File: src/rtl/sby_pkg.sv
package sby_pkg;

  typedef enum logic [2:0] {
    ST_STANDBY  = 3'd0,
    ST_PWRDOWN  = 3'd1,
    ST_WAKE     = 3'd2,
    ST_MUTE     = 3'd3,
    ST_RUN      = 3'd4
  } seqStateT;

  // Strobes from control to the timing datapath
  typedef struct packed {
    logic clrCycle;   // restart the cycle counter
    logic countEn;    // advance the cycle counter
    logic muteMode;   // wrap cycle counter per sample, count samples
    logic loadMute;   // clear sample count and capture filter select
  } seqStrobeT;

  // Status returned by the datapath
  typedef struct packed {
    logic downDone;
    logic upDone;
    logic muteDone;
  } seqStatusT;

endpackage

File: src/rtl/sby_sync.sv
module sby_sync #(
  parameter int STAGES = 2
) (
  input  logic clk,
  input  logic rstN,
  input  logic asyncIn,
  output logic syncOut
);
  logic [STAGES-1:0] chain;

  always_ff @(posedge clk or negedge rstN) begin
    if (!rstN) chain <= '0;
    else       chain <= {chain[STAGES-2:0], asyncIn};
  end

  assign syncOut = chain[STAGES-1];
endmodule

File: src/rtl/sby_timer.sv
module sby_timer
  import sby_pkg::*;
#(
  parameter int DOWN_CYCLES        = 32,
  parameter int UP_CYCLES          = 256,
  parameter int SAMPLE_CLKS        = 256,
  parameter int MUTE_SAMPLES_NOHPF = 1024,
  parameter int MUTE_SAMPLES_HPF   = 12288
) (
  input  logic      clk,
  input  logic      rstN,
  input  seqStrobeT strobe,
  input  logic      hpfEnable,
  output seqStatusT status
);
  localparam int CYC_MAX = (DOWN_CYCLES > UP_CYCLES) ?
                           ((DOWN_CYCLES > SAMPLE_CLKS) ? DOWN_CYCLES : SAMPLE_CLKS) :
                           ((UP_CYCLES > SAMPLE_CLKS) ? UP_CYCLES : SAMPLE_CLKS);
  localparam int SMP_MAX = (MUTE_SAMPLES_NOHPF > MUTE_SAMPLES_HPF) ?
                           MUTE_SAMPLES_NOHPF : MUTE_SAMPLES_HPF;
  localparam int CYC_W = $clog2(CYC_MAX + 1);
  localparam int SMP_W = $clog2(SMP_MAX + 1);

  localparam logic [CYC_W-1:0] DOWN_LAST   = CYC_W'(DOWN_CYCLES - 1);
  localparam logic [CYC_W-1:0] UP_LAST     = CYC_W'(UP_CYCLES - 1);
  localparam logic [CYC_W-1:0] SAMPLE_LAST = CYC_W'(SAMPLE_CLKS - 1);
  localparam logic [SMP_W-1:0] NOHPF_LAST  = SMP_W'(MUTE_SAMPLES_NOHPF - 1);
  localparam logic [SMP_W-1:0] HPF_LAST    = SMP_W'(MUTE_SAMPLES_HPF - 1);

  logic [CYC_W-1:0] cycleCnt;
  logic [SMP_W-1:0] sampleCnt;
  logic             hpfHeld;
  logic             sampleTick;
  logic [SMP_W-1:0] sampleLast;

  assign sampleTick = (cycleCnt == SAMPLE_LAST);
  assign sampleLast = hpfHeld ? HPF_LAST : NOHPF_LAST;

  always_ff @(posedge clk or negedge rstN) begin
    if (!rstN) begin
      cycleCnt <= '0;
    end else if (strobe.clrCycle) begin
      cycleCnt <= '0;
    end else if (strobe.countEn) begin
      if (strobe.muteMode && sampleTick) cycleCnt <= '0;
      else                               cycleCnt <= cycleCnt + 1'b1;
    end
  end

  always_ff @(posedge clk or negedge rstN) begin
    if (!rstN) begin
      sampleCnt <= '0;
      hpfHeld   <= 1'b0;
    end else if (strobe.loadMute) begin
      sampleCnt <= '0;
      hpfHeld   <= hpfEnable;
    end else if (strobe.muteMode && sampleTick) begin
      sampleCnt <= sampleCnt + 1'b1;
    end
  end

  assign status.downDone = (cycleCnt == DOWN_LAST);
  assign status.upDone   = (cycleCnt == UP_LAST);
  assign status.muteDone = sampleTick && (sampleCnt == sampleLast);
endmodule

File: src/rtl/sby_control.sv
module sby_control
  import sby_pkg::*;
(
  input  logic      clk,
  input  logic      rstN,
  input  logic      awakeReq,
  input  seqStatusT status,
  output seqStrobeT strobe,
  output logic      analogEn,
  output logic      logicClkEn,
  output logic      serialPinEn,
  output logic      sdoForceLow,
  output logic      ovldForceLow,
  output logic      dataValid
);
  seqStateT state, nextState;

  always_comb begin
    nextState = state;
    unique case (state)
      ST_STANDBY: if (awakeReq) nextState = ST_WAKE;
      ST_PWRDOWN: if (status.downDone) nextState = ST_STANDBY;
      ST_WAKE: begin
        if (!awakeReq)         nextState = ST_PWRDOWN;
        else if (status.upDone) nextState = ST_MUTE;
      end
      ST_MUTE: begin
        if (!awakeReq)           nextState = ST_PWRDOWN;
        else if (status.muteDone) nextState = ST_RUN;
      end
      ST_RUN: if (!awakeReq) nextState = ST_PWRDOWN;
      default: nextState = ST_PWRDOWN;
    endcase
  end

  always_ff @(posedge clk or negedge rstN) begin
    if (!rstN) state <= ST_STANDBY;
    else       state <= nextState;
  end

  always_comb begin
    strobe.clrCycle = (nextState != state);
    strobe.countEn  = (state == ST_PWRDOWN) || (state == ST_WAKE) || (state == ST_MUTE);
    strobe.muteMode = (state == ST_MUTE);
    strobe.loadMute = (state != ST_MUTE) && (nextState == ST_MUTE);
  end

  always_comb begin
    analogEn     = (state != ST_STANDBY);
    logicClkEn   = (state != ST_STANDBY);
    serialPinEn  = (state == ST_MUTE) || (state == ST_RUN);
    sdoForceLow  = (state != ST_RUN);
    ovldForceLow = !((state == ST_MUTE) || (state == ST_RUN));
    dataValid    = (state == ST_RUN);
  end
endmodule

File: src/rtl/sby_sequencer.sv
module sby_sequencer
  import sby_pkg::*;
#(
  parameter int SYNC_STAGES        = 2,
  parameter int DOWN_CYCLES        = 32,
  parameter int UP_CYCLES          = 256,
  parameter int SAMPLE_CLKS        = 256,
  parameter int MUTE_SAMPLES_NOHPF = 1024,
  parameter int MUTE_SAMPLES_HPF   = 12288
) (
  input  logic clk,
  input  logic rstN,
  input  logic standbyN,
  input  logic hpfEnable,
  output logic analogEn,
  output logic logicClkEn,
  output logic serialPinEn,
  output logic sdoForceLow,
  output logic ovldForceLow,
  output logic dataValid
);
  logic      awakeReq;
  seqStrobeT strobe;
  seqStatusT status;

  sby_sync #(.STAGES(SYNC_STAGES)) uSync (
    .clk(clk), .rstN(rstN), .asyncIn(standbyN), .syncOut(awakeReq)
  );

  sby_timer #(
    .DOWN_CYCLES(DOWN_CYCLES), .UP_CYCLES(UP_CYCLES), .SAMPLE_CLKS(SAMPLE_CLKS),
    .MUTE_SAMPLES_NOHPF(MUTE_SAMPLES_NOHPF), .MUTE_SAMPLES_HPF(MUTE_SAMPLES_HPF)
  ) uTimer (
    .clk(clk), .rstN(rstN), .strobe(strobe), .hpfEnable(hpfEnable), .status(status)
  );

  sby_control uCtrl (
    .clk(clk), .rstN(rstN), .awakeReq(awakeReq), .status(status), .strobe(strobe),
    .analogEn(analogEn), .logicClkEn(logicClkEn), .serialPinEn(serialPinEn),
    .sdoForceLow(sdoForceLow), .ovldForceLow(ovldForceLow), .dataValid(dataValid)
  );
endmodule

File: config.mk
export PLATFORM = sky130hd
export DESIGN_NAME = sby_sequencer
export DESIGN_NICKNAME = d
export VERILOG_FILES = /design/src/rtl/sby_pkg.sv /design/src/rtl/sby_sync.sv /design/src/rtl/sby_timer.sv /design/src/rtl/sby_control.sv /design/src/rtl/sby_sequencer.sv
export SDC_FILE = /design/constraint.sdc
export NUM_CORES = 1
export LEC_CHECK = 0
export BUFFER_PORTS_ARGS = -buffer_cell sky130_fd_sc_hd__buf_4
export CAP_MARGIN = 20
export CORE_AREA = 2 2 49 62
export CTS_BUF_LIST = sky130_fd_sc_hd__clkbuf_4 sky130_fd_sc_hd__clkbuf_8
export CTS_CLUSTER_DIAMETER = 50
export DETAILED_ROUTE_END_ITERATION = 10
export DIE_AREA = 0 0 51 64
export PLACE_DENSITY = 0.77
export REMOVE_ABC_BUFFERS = 1
export SETUP_SLACK_MARGIN = 0.15
export SYNTH_ARGS = -nofsm -noshare
export SYNTH_HDL_FRONTEND = slang
export SYNTH_SLANG_ARGS = --single-unit
File: constraint.sdc
create_clock -name clk -period 4.7 [get_ports clk]
set_clock_uncertainty 0.05 [all_clocks]
set_input_delay 0.94 -clock clk [delete_from_list [all_inputs] [get_ports clk]]
set_output_delay 0.94 -clock clk [all_outputs]
set_load 0.02 [all_outputs]
; Word level (Yosys, flattened, before mapping)
; Index checks and enable logic that the tools add are counted.
[totals]
register_bits = 29
out_inout_bits = 6
word_cells = 43
[classes]
n_addsub = 2
n_eq_ne = 11
reduce_logical = 11
n_mux = 14
[op_table]
columns = operator, n
row1 = 14-bit two-way mux, 3
row2 = 9-bit two-way mux, 3
row3 = 3-bit two-way mux, 7
row4 = 3-bit case mux with 5 select lines, 1
row5 = "14-bit by 1-bit adder with 14-bit output, second input constant", 1
row6 = 14-bit equality test, 1
row7 = "9-bit by 1-bit adder with 9-bit output, second input constant", 1
row8 = "3-bit by 2-bit equality test with 1-bit output, second input constant", 3
row9 = "9-bit by 5-bit equality test with 1-bit output, second input constant", 1
row10 = "9-bit by 8-bit equality test with 1-bit output, second input constant", 1
row11 = 2-bit nonzero test, 2
row12 = "3-bit by 1-bit equality test with 1-bit output, second input constant", 1
row13 = "3-bit equality test, second input constant", 1
row14 = 1-bit logical AND, 3
row15 = 3-bit logical NOT, 1
row16 = 1-bit logical OR, 3
row17 = "3-bit by 2-bit != test with 1-bit output, second input constant", 1
row18 = 3-bit != test, 1
row19 = "3-bit != test, second input constant", 1
row20 = 3-bit nonzero test, 1
row21 = 1-bit logical NOT, 1

; Depth between registers and ports, before layout
; Gate-level depths: netlist of run 1.
[depth]
depth_word = 9
ltp_mapped = 8
depth_no_buf = 7

; Cells and area by module
; A second synthesis of run 1 with hierarchy kept.
[unflattened]
hier_cells = 172
hier_area_um2 = 1616.6
[by_module_without_submodules]
columns = mod, seq_area_each_um2, area_each_um2, cells_per_inst, n_inst
row1 = sby_timer, 600.6, 1290.0, 138, 1
row2 = sby_control, 75.1, 276.5, 32, 1
row3 = sby_sync, 50.0, 50.0, 2, 1

; Worst setup path before layout of run 1
; Ideal clock, no wire load.
[synth_path]
path_type = register to output
from = register uCtrl.state[1]
to = output port ovldForceLow
path_stages_with_launch = 6
required_ps = 3710
setup_slack_ps = 2268
arrival_time_ps = 1442
n_path_buf = 1
cell_sequence = dfrtp_1 buf_2 nor2_1 nand2_1 nand2_1 inv_1
[synth_via]
elab_chain_len = 3
[synth_rtl]
columns = item, line
row1 = "start, declared", sby_control.sv:16  ; seqStateT state, nextState;
row2 = "start signal, assigned", sby_control.sv:38  ; else state <= nextState;
row3 = 3-bit by 2-bit equality test with 1-bit output or 3-bit equality test (tied branches), n/a
row4 = 1-bit logical OR *, n/a
row5 = via serialPinEn, sby_sequencer.sv:17  ; output logic serialPinEn,
row6 = 1-bit logical NOT *, sby_control.sv:53  ; ovldForceLow = !((state == ST_MUTE) || (state == ST_RUN));
row7 = "end, declared", sby_sequencer.sv:19  ; output logic ovldForceLow,
; Mark *: on every way through the listed nets, which the timed path passes. The rest lies on a longest branch.

; Worst setup path in the final report of run 1
[layout_path]
from = register uTimer.cycleCnt[1]
to = register uTimer.hpfHeld
[layout_via]
elab_chain_len = 7
[layout_rtl]
columns = item, line
row1 = "start, declared", sby_timer.sv:30  ; logic [CYC_W-1:0] cycleCnt;
row2 = "start signal, assigned", sby_timer.sv:46  ; else cycleCnt <= cycleCnt + 1'b1;
row3 = 9-bit by 8-bit equality test with 1-bit output, "sby_timer.sv:36, sby_timer.sv:63"
row4 = 1-bit logical AND, sby_timer.sv:64  ; assign status.muteDone = sampleTick && (sampleCnt == sampleLast);
row5 = 3-bit two-way mux, sby_control.sv:29  ; else if (status.muteDone) nextState = ST_RUN;
row6 = 3-bit two-way mux, sby_control.sv:28  ; if (!awakeReq) nextState = ST_PWRDOWN;
row7 = 3-bit case mux with 5 select lines *, sby_control.sv:20  ; unique case (state)
row8 = 3-bit by 2-bit equality test with 1-bit output *, sby_control.sv:45  ; strobe.loadMute = (state != ST_MUTE) && (nextState == ST_MUTE);
row9 = 1-bit logical AND *, sby_control.sv:45
row10 = "end signal, assigned", sby_timer.sv:56  ; hpfHeld <= hpfEnable;
row11 = "end, declared", sby_timer.sv:32  ; logic hpfHeld;
; Mark *: on every way between the ends. The rest lies on a longest branch, timed or not.
; A chain may end at the register's enable or synchronous reset.

==> impl_metrics.py, run 1 <==
metrics = {
    "outcome": {
        "outcome": "completed",
    },
    "clocking": {
        "cts_resized": 0,
        "cts_max_level": 2,
        "numCtsBuffers": 5,
        "cts_tree": "done",
        "clock_latency_ps": 330,
        "clkSlewWorstSetupHoldPaths_ps": 100,
        "cts_sinks": 29,
        "cts-root-buf": "clkbuf_4",
        "clockBufferDepth": 2,
        "post_cts_buffers": 0,
        "holdBufCountCts": 0,
    },
    "critical_path": {
        "r2r-start": "uTimer.cycleCnt[1]$_DFFE_PN0P_",
        "path_common_cell": "nand4_1",
        "cp_max_fo": 15,
        "path_delay_family": "simple AND/OR/NAND/NOR gates",
        "critPathRequiredTime_ps": 4860,
        "rrSetupSlack_ps": 2010,
        "critPathSlowestCell": "nor3_2",
        "crit_buf_inv": 0,
        "r2r-end": "uTimer.hpfHeld$_DFFE_PN0P_",
        "cpPeakStageDelay_ps": 770,
        "end_kind": "register",
        "reg2regPathDepth": 6,
        "cp_cell_sequence": "ha_1 > nand4_1 > nor3_1 > nand4_1 > nor3_2 > mux2_2",
        "worstPathArrival_ps": 2860,
        "crit_type": "reg -> reg",
        "cp-start-kind": "register",
    },
    "routing": {
        "met1_length_mm": 1.21,
        "final_antenna_net_count": 0,
        "remaining_drc_errors": 0,
        "wl_per_cell_um": 14.4,
        "dr.pass1.iters": 4,
        "drt_iter0_markers": 31,
        "routed-wl-met2_mm": 1.54,
        "via_per_inst": 5.73,
        "route.met3.wl_um": 116,
        "vias": 1168,
        "totalWireLength_mm": 2.94,
        "routed.top_layer": "met4",
    },
    "timing": {
        "final.setup.tns_ps": 0,
        "max-slew-margin-rel": 0.360,
        "finalHoldViolCount": 0,
        "drv_slew": 0,
        "fin_crit_ps": 2690,
        "grt_setup_unrepaired": "no",
        "max_freq_mhz": 371,
        "worst_pin_slew_ps": 955,
        "finalSetupViolCount": 0,
        "hold_slack_ps": 296,
        "min_period_over_period": 0.573,
    },
    "floorplanning": {
        "die_area_um2": 3260,
        "rows": 21,
        "start_util": 0.595,
        "die_h_um": 64,
        "die_w_um": 51,
        "io_pins": 10,
        "core_um2": 2650,
    },
    "grt": {
        "antenna_found_initial": 0,
        "gr-usage-all-layers": 0.222,
        "grt_pass1_vias": 1229,
        "grt_overflow": 0,
        "grt_pass1_wl_mm": 5.29,
        "grt_max_degree": 30,
    },
    "logic_synthesis": {
        "ys_ff_latch": 29,
        "synth_top_area_cell": "dfrtp_1",
        "synth_cell_types": 37,
        "syn_avg_cell_area_um2": 9.87,
        "yosys_warnings": 0,
        "yosysMostFrequentCell": "dfrtp_1",
        "synth_edf_count": 0,
        "synthArstFlopShare": 1.00,
        "ys_seq_area_frac": 0.460,
        "ys.flop_type": "dfrtp_1",
        "synth_area_leaders": "dfrtp_1 (46%), xor2_1 (9.4%), nor2_1 (4.8%)",
        "synth_top_area_frac": 0.460,
        "syn_inst": 160,
        "synth_area_um2": 1580,
        "netlist_top_cells_count": "dfrtp_1 (29), nor2_1 (20), xor2_1 (17), nand2_1 (16), nand4_1 (9)",
    },
    "min_path": {
        "min_from": "uSync.chain[0]$_DFF_PN0_",
        "hold_end": "uSync.chain[1]$_DFF_PN0_",
        "whs_path_depth": 0,
        "hold_path.class": "reg -> reg",
    },
    "cells_and_area": {
        "antenna_cells": 0,
        "final_nets": 175,
        "drive_above_1_share": 0.165,
        "area_growth_pct": 7.45,
    },
    "power": {
        "ir_drop_mv": 0.173,
        "p_per_area_nw_per_um2": 355,
        "power_leakage_uw": 0.000825,
    },
    "placed_design": {
        "io_buffers": 9,
        "dp_hpwl_mm": 2.10,
        "place.gp.congestion": 0.825,
    },
    "flow_run": {
        "maxCapViolations": 0,
    },
}
## layout make-up
type	count	area, µm²
fill	224	957
multi-input combinational	119	787
sequential	29	726
timing repair buffer	9	67.6
clock buffer	6	45.0
tap	34	42.5
inverter	5	18.8
clock inverter	2	10.0
## worst max path at each step
stage / startpoint / end / depth (start not counted)
final: uTimer.cycleCnt[1]$_DFFE_PN0P_ / uTimer.hpfHeld$_DFFE_PN0P_ / 6
after global routing: uTimer.cycleCnt[0]$_DFFE_PN0P_ / uTimer.hpfHeld$_DFFE_PN0P_ / 6
after floorplan: uCtrl.state[0]$_DFF_PN0_ / ovldForceLow / 4
after detailed placement: uTimer.cycleCnt[0]$_DFFE_PN0P_ / uTimer.hpfHeld$_DFFE_PN0P_ / 6
after global placement: uTimer.cycleCnt[0]$_DFFE_PN0P_ / uTimer.hpfHeld$_DFFE_PN0P_ / 6
after CTS: uTimer.cycleCnt[0]$_DFFE_PN0P_ / uTimer.hpfHeld$_DFFE_PN0P_ / 6
## placed cells by master, fill, tap and decap left out, types with 2 or more instances in the layout
master / netlist / final
o21ai_0: 4 / 4
nand3_1: 4 / 4
and3_1: 6 / 6
xor2_1: 17 / 17
ha_1: 2 / 2
clkbuf_4: 0 / 6
nor2_2: 3 / 3
clkinv_2: 0 / 2
xnor2_1: 2 / 2
and4_1: 2 / 2
nand4_1: 9 / 9
nand2_1: 16 / 16
mux2i_1: 3 / 3
inv_1: 5 / 5
a211oi_1: 2 / 2
nand3b_1: 2 / 2
nor3_1: 6 / 6
nor2_1: 20 / 20
nor4_1: 3 / 3
buf_4: 3 / 9
a21oi_1: 4 / 4
dfrtp_1: 29 / 29
## power by group
part,switching [µW],internal [µW]
clock,87.3,62.6
sequential,30.5,264
combinational,98.3,59.1
total,216,386
## cells by family after synthesis
logic type      synth area share
fa+ha+maj                 0.0158
mux                       0.0261
buf+inv                   0.0420
compound gates            0.0507
flops                      0.460
xor+xnor                   0.105
simple gates               0.300
## registers in the layout, summed over array words and instances, names as in the netlist
name,flops
uSync.chain,2
uTimer.cycleCnt,9
uCtrl.state,3
uTimer.hpfHeld,1
uTimer.sampleCnt,14
## per-stage QoR
| step | utilization | std cells | power [µW] | worst slack (ps) | instance area (µm²) |
|---|---|---|---|---|---|
| after floorplan | - | 153 | 401 | 2330 | 1530 |
| after global placement | 0.619 | 196 | 450 | 2090 | 1640 |
| after detailed placement | 0.619 | 196 | 456 | 2020 | 1640 |
| after CTS | 0.639 | 204 | 609 | 2000 | 1700 |
| after global routing | 0.639 | 204 | 640 | 1740 | 1700 |
| final | 0.639 | 204 | 602 | 2010 | 1700 |
## per-layer routing
metal,GRT usage,vias to the layer above
met1,0.255,560
met3,0.0561,6
met5,0,-
met4,0.118,0
met2,0.372,27
li1,-,575
(Power assumes the default switching activity.)
==> inputs of run 2 (changes only) <==
==> constraint.sdc (replaced) <==
create_clock -name clk -period 2.7 [get_ports clk]
set_clock_uncertainty 0.05 [all_clocks]
set_input_delay 0.54 -clock clk [delete_from_list [all_inputs] [get_ports clk]]
set_output_delay 0.54 -clock clk [all_outputs]
set_load 0.02 [all_outputs]
==> impl_metrics.py, run 2 (synthesis gave the netlist of run 1 again) <==
metrics = {
    "timing": {
        "hold_slack_ps": 58.7,
        "finalHoldViolCount": 0,
        "max_freq_mhz": 426,
        "drv_slew": 0,
        "max-slew-margin-rel": 0.725,
        "finalSetupViolCount": 0,
        "min_period_over_period": 0.869,
        "grt_setup_unrepaired": "no",
        "fin_crit_ps": 2350,
        "final.setup.tns_ps": 0,
        "worst_pin_slew_ps": 411,
    },
    "clocking": {
        "clockBufferDepth": 2,
        "post_cts_buffers": 0,
        "cts_max_level": 2,
        "clkSlewWorstSetupHoldPaths_ps": 100,
        "clock_latency_ps": 330,
        "cts_tree": "done",
        "holdBufCountCts": 0,
        "cts_sinks": 29,
        "cts_resized": 0,
        "cts-root-buf": "clkbuf_4",
        "numCtsBuffers": 5,
    },
    "cells_and_area": {
        "drive_above_1_share": 0.174,
        "utilization": 0.651,
        "multi_input_area_um2": 787,
        "final_nets": 177,
        "top_regs": "uTimer.sampleCnt: 14 flops, uTimer.cycleCnt: 9 flops, uCtrl.state: 3 flops",
        "layout_common_cells": "dfrtp_1 (29), nor2_1 (20), xor2_1 (17)",
        "regMostFlops": "uTimer.sampleCnt",
        "antenna_cells": 0,
        "largest_reg_flops": 14,
        "fill_cells": 225,
        "finalNonFillerCells": 206,
        "area_growth_pct": 9.35,
        "layout_commonest_cell": "dfrtp_1",
        "regArea_um2": 726,
    },
    "critical_path": {
        "cp_max_fo": 11,
        "path_delay_family": "simple AND/OR/NAND/NOR gates",
        "cpPeakStageDelay_ps": 530,
        "reg2regPathDepth": 7,
        "rrSetupSlack_ps": 510,
        "r2r-start": "uTimer.cycleCnt[0]$_DFFE_PN0P_",
        "cp_cell_sequence": "nor2_1 > nand2_1 > nand2_1 > inv_1 > buf_4",
        "worstPathArrival_ps": 1760,
        "r2r-end": "uTimer.cycleCnt[3]$_DFFE_PN0P_",
        "path_common_cell": "nand2_1",
        "critPathSlowestCell": "dfrtp_1",
        "crit_buf_inv": 2,
        "crit_type": "reg -> out",
        "end_kind": "primary output",
        "critPathRequiredTime_ps": 2110,
        "cp-start-kind": "register",
    },
    "routing": {
        "via_per_inst": 5.82,
        "totalWireLength_mm": 3.11,
        "drt_iter0_markers": 50,
        "dr.pass1.iters": 6,
        "final_antenna_net_count": 0,
        "wl_per_cell_um": 15.1,
        "remaining_drc_errors": 0,
        "vias": 1199,
    },
    "floorplanning": {
        "io_pins": 10,
        "die_h_um": 64,
        "die_w_um": 51,
        "core_um2": 2650,
        "rows": 21,
        "start_util": 0.595,
        "die_area_um2": 3260,
    },
    "grt": {
        "antenna_found_initial": 0,
        "grt_max_degree": 30,
        "grt_overflow": 0,
        "grt_pass1_vias": 1197,
        "gr-usage-all-layers": 0.228,
        "grt_pass1_wl_mm": 5.54,
    },
    "placed_design": {
        "dp_cells": 198,
        "io_buffers": 9,
        "dp_hpwl_mm": 2.21,
        "place.gp.congestion": 0.846,
    },
    "power": {
        "power_leakage_uw": 0.000842,
        "ir_drop_mv": 0.410,
        "p_per_area_nw_per_um2": 637,
        "power_uw": 1100,
    },
    "flow_run": {
        "maxCapViolations": 0,
    },
    "outcome": {
        "outcome": "completed",
    },
    "min_path": {
        "hold_path.class": "in -> async",
    },
}
-- run 2: final cells by class --
type | instances | share of cell area
Multi-Input combinational cell | 119 | 0.456
Sequential cell | 29 | 0.420
Tap cell | 34 | 0.0246
Clock buffer | 7 | 0.0377
Timing Repair Buffer | 11 | 0.0478
Inverter | 5 | 0.0109
Clock inverter | 1 | 0.00290
-- run 2: worst max path at each step --
stage	start	to	cells past startpoint
finish	uCtrl.state[1]$_DFF_PN0_	ovldForceLow	5
global route	uCtrl.state[0]$_DFF_PN0_	ovldForceLow	5
CTS	uCtrl.state[1]$_DFF_PN0_	ovldForceLow	5
detailed placement	uTimer.cycleCnt[0]$_DFFE_PN0P_	uTimer.cycleCnt[3]$_DFFE_PN0P_	7
global placement	uTimer.cycleCnt[0]$_DFFE_PN0P_	uTimer.cycleCnt[1]$_DFFE_PN0P_	7
floorplan	uTimer.cycleCnt[0]$_DFFE_PN0P_	uTimer.hpfHeld$_DFFE_PN0P_	6
-- run 2: layer usage --
| metal | vias up | GRT usage | wire length (µm) |
|---|---|---|---|
| met2 | 26 | 0.383 | 1640 |
| met3 | 5 | 0.0701 | 107 |
| met5 | - | 0 | 0 |
| met4 | 0 | 0.0709 | 46 |
| met1 | 589 | 0.275 | 1320 |
| li1 | 579 | - | - |
-- run 2: power breakdown --
part,internal (µW),switching (µW)
Combinational,104,174
Sequential,460,56.1
Clock,151,155
Total,714,385
-- run 2: metrics by stage --
step	area [µm²]	setup WS [ps]
after detailed placement	1660	528
final	1730	353
after CTS	1730	357
after global placement	1660	604
after floorplan	1530	381
after global routing	1730	217
==> inputs of run 3 (changes only) <==
==> constraint.sdc (replaced) <==
create_clock -name clk -period 2.6 [get_ports clk]
set_clock_uncertainty 0.05 [all_clocks]
set_input_delay 0.52 -clock clk [delete_from_list [all_inputs] [get_ports clk]]
set_output_delay 0.52 -clock clk [all_outputs]
set_load 0.02 [all_outputs]
==> impl_metrics.py, run 3 (synthesis gave the netlist of run 1 again) <==
metrics = {
    "outcome": {
        "outcome": "completed",
    },
    "floorplanning": {
        "start_util": 0.595,
        "die_area_um2": 3260,
        "rows": 21,
        "io_pins": 10,
        "die_w_um": 51,
        "core_um2": 2650,
        "die_h_um": 64,
    },
    "routing": {
        "route.met3.wl_um": 80,
        "routed-wl-met2_mm": 1.59,
        "via_per_inst": 5.80,
        "dr.pass1.iters": 4,
        "remaining_drc_errors": 0,
        "met1_length_mm": 1.35,
        "drt_iter0_markers": 28,
        "routed.top_layer": "met4",
        "totalWireLength_mm": 3.08,
        "wl_per_cell_um": 15.0,
        "final_antenna_net_count": 0,
        "vias": 1189,
    },
    "power": {
        "intPower_uw": 722,
        "p_per_area_nw_per_um2": 645,
        "p_switching_uw": 385,
        "power_leakage_uw": 0.000835,
        "clkPwrFrac": 0.261,
        "sequentialPowerShare": 0.483,
        "ir_drop_mv": 0.369,
        "p_comb_frac": 0.256,
        "swShare": 0.348,
    },
    "placed_design": {
        "place_area_um2": 1660,
        "dp_hpwl_mm": 2.18,
        "place.gp.congestion": 0.849,
        "io_buffers": 9,
        "dp_cells": 198,
        "place_ws_ps": 407,
    },
    "clocking": {
        "cts-root-buf": "clkbuf_4",
        "cts_max_level": 2,
        "cts_resized": 0,
        "numCtsBuffers": 5,
        "clock_latency_ps": 320,
        "post_cts_buffers": 0,
        "clkSlewWorstSetupHoldPaths_ps": 90,
        "cts_sinks": 29,
        "clockBufferDepth": 2,
        "cts_tree": "done",
        "holdBufCountCts": 0,
    },
    "critical_path": {
        "crit_cells": 5,
        "critPathRequiredTime_ps": 2030,
        "reg2regPathDepth": 7,
        "path_delay_family": "simple AND/OR/NAND/NOR gates",
        "cp_cell_sequence": "nor2_1 > nand2_1 > nand2_1 > inv_1 > buf_4",
        "cpPeakStageDelay_ps": 530,
        "rrSetupSlack_ps": 380,
        "end_kind": "primary output",
        "worstPathArrival_ps": 1660,
        "cp-start-kind": "register",
        "r2r-start": "uTimer.cycleCnt[0]$_DFFE_PN0P_",
        "cp_max_fo": 11,
        "path_common_cell": "nand2_1",
        "r2r-end": "uTimer.cycleCnt[0]$_DFFE_PN0P_",
        "crit_buf_inv": 2,
        "critPathSlowestCell": "dfrtp_1",
        "crit_type": "reg -> out",
    },
    "timing": {
        "max-slew-margin-rel": 0.714,
        "finalHoldViolCount": 0,
        "max_freq_mhz": 447,
        "finalSetupViolCount": 0,
        "drv_slew": 0,
        "worst_slack_ps": 365,
        "fin_crit_ps": 2230,
        "final.setup.tns_ps": 0,
        "min_period_over_period": 0.860,
        "grt_setup_unrepaired": "no",
        "worst_pin_slew_ps": 423,
    },
    "cells_and_area": {
        "fin_area_um2": 1720,
        "antenna_cells": 0,
        "finalNonFillerCells": 205,
        "regMostFlops": "uTimer.sampleCnt",
        "final_nets": 177,
        "layout_common_cells": "dfrtp_1 (29), nor2_1 (20), xor2_1 (17)",
        "drive_above_1_share": 0.170,
        "area_growth_pct": 8.64,
        "largest_reg_flops": 14,
        "top_regs": "uTimer.sampleCnt: 14 flops, uTimer.cycleCnt: 9 flops, uCtrl.state: 3 flops",
        "layout_commonest_cell": "dfrtp_1",
        "fill_cells": 220,
    },
    "grt": {
        "antenna_found_initial": 0,
        "grt_overflow": 0,
        "grt_max_degree": 30,
        "gr-usage-all-layers": 0.228,
        "grt_pass1_wl_mm": 5.58,
        "grt_pass1_vias": 1207,
    },
    "flow_run": {
        "maxCapViolations": 0,
    },
    "min_path": {
        "hold_path.class": "in -> async",
    },
}
## run 3: cell count changes in the layout (fill, tap and decap cells not counted)
cell,change
clkinv_2,-1
clkbuf_8,-1
clkbuf_4,+1
## run 3: layout make-up
type	instances	area (µm²)	share of cell area
Clock buffer	7	58.8	0.0343
Inverter	5	18.8	0.0109
Timing Repair Buffer	11	82.6	0.0481
Sequential cell	29	726	0.423
Tap cell	34	42.5	0.0248
Multi-Input combinational cell	119	787	0.459
## run 3: how the worst max path moves through the flow
stage                                           from                              to  slack [ps]
floorplan             uTimer.cycleCnt[0]$_DFFE_PN0P_      uTimer.hpfHeld$_DFFE_PN0P_         280
global placement    uTimer.sampleCnt[10]$_DFFE_PN0P_  uTimer.cycleCnt[0]$_DFFE_PN0P_         500
detailed placement    uTimer.cycleCnt[0]$_DFFE_PN0P_  uTimer.cycleCnt[0]$_DFFE_PN0P_         410
CTS                         uCtrl.state[0]$_DFF_PN0_                    ovldForceLow         360
global route          uTimer.cycleCnt[0]$_DFFE_PN0P_  uTimer.cycleCnt[3]$_DFFE_PN0P_         200
finish                      uCtrl.state[0]$_DFF_PN0_                    ovldForceLow         370
## run 3: layer usage
| layer | GRT usage | up-vias |
|---|---|---|
| met3 | 0.0631 | 7 |
| met5 | 0 | - |
| met2 | 0.370 | 17 |
| met1 | 0.284 | 588 |
| li1 | - | 577 |
| met4 | 0.0912 | 0 |
## run 3: per-stage QoR
step | hold WS, ps | total power [µW] | utilization
finish | 53.9 | 1110 | 0.646
global route | 62.8 | 1180 | 0.646
CTS | 59.4 | 1110 | 0.646
detailed placement | 308 | 826 | 0.624
global placement | 286 | 815 | 0.624
floorplan | 174 | 726 | -
## run 3: power by group through the flow
stage / clock network, µW / registers, µW / logic [µW]
after floorplan: 0 / 529 / 197
after global placement: 0 / 540 / 276
after detailed placement: 0 / 542 / 283
after CTS: 292 / 534 / 284
after global routing: 314 / 540 / 323
final: 289 / 534 / 284
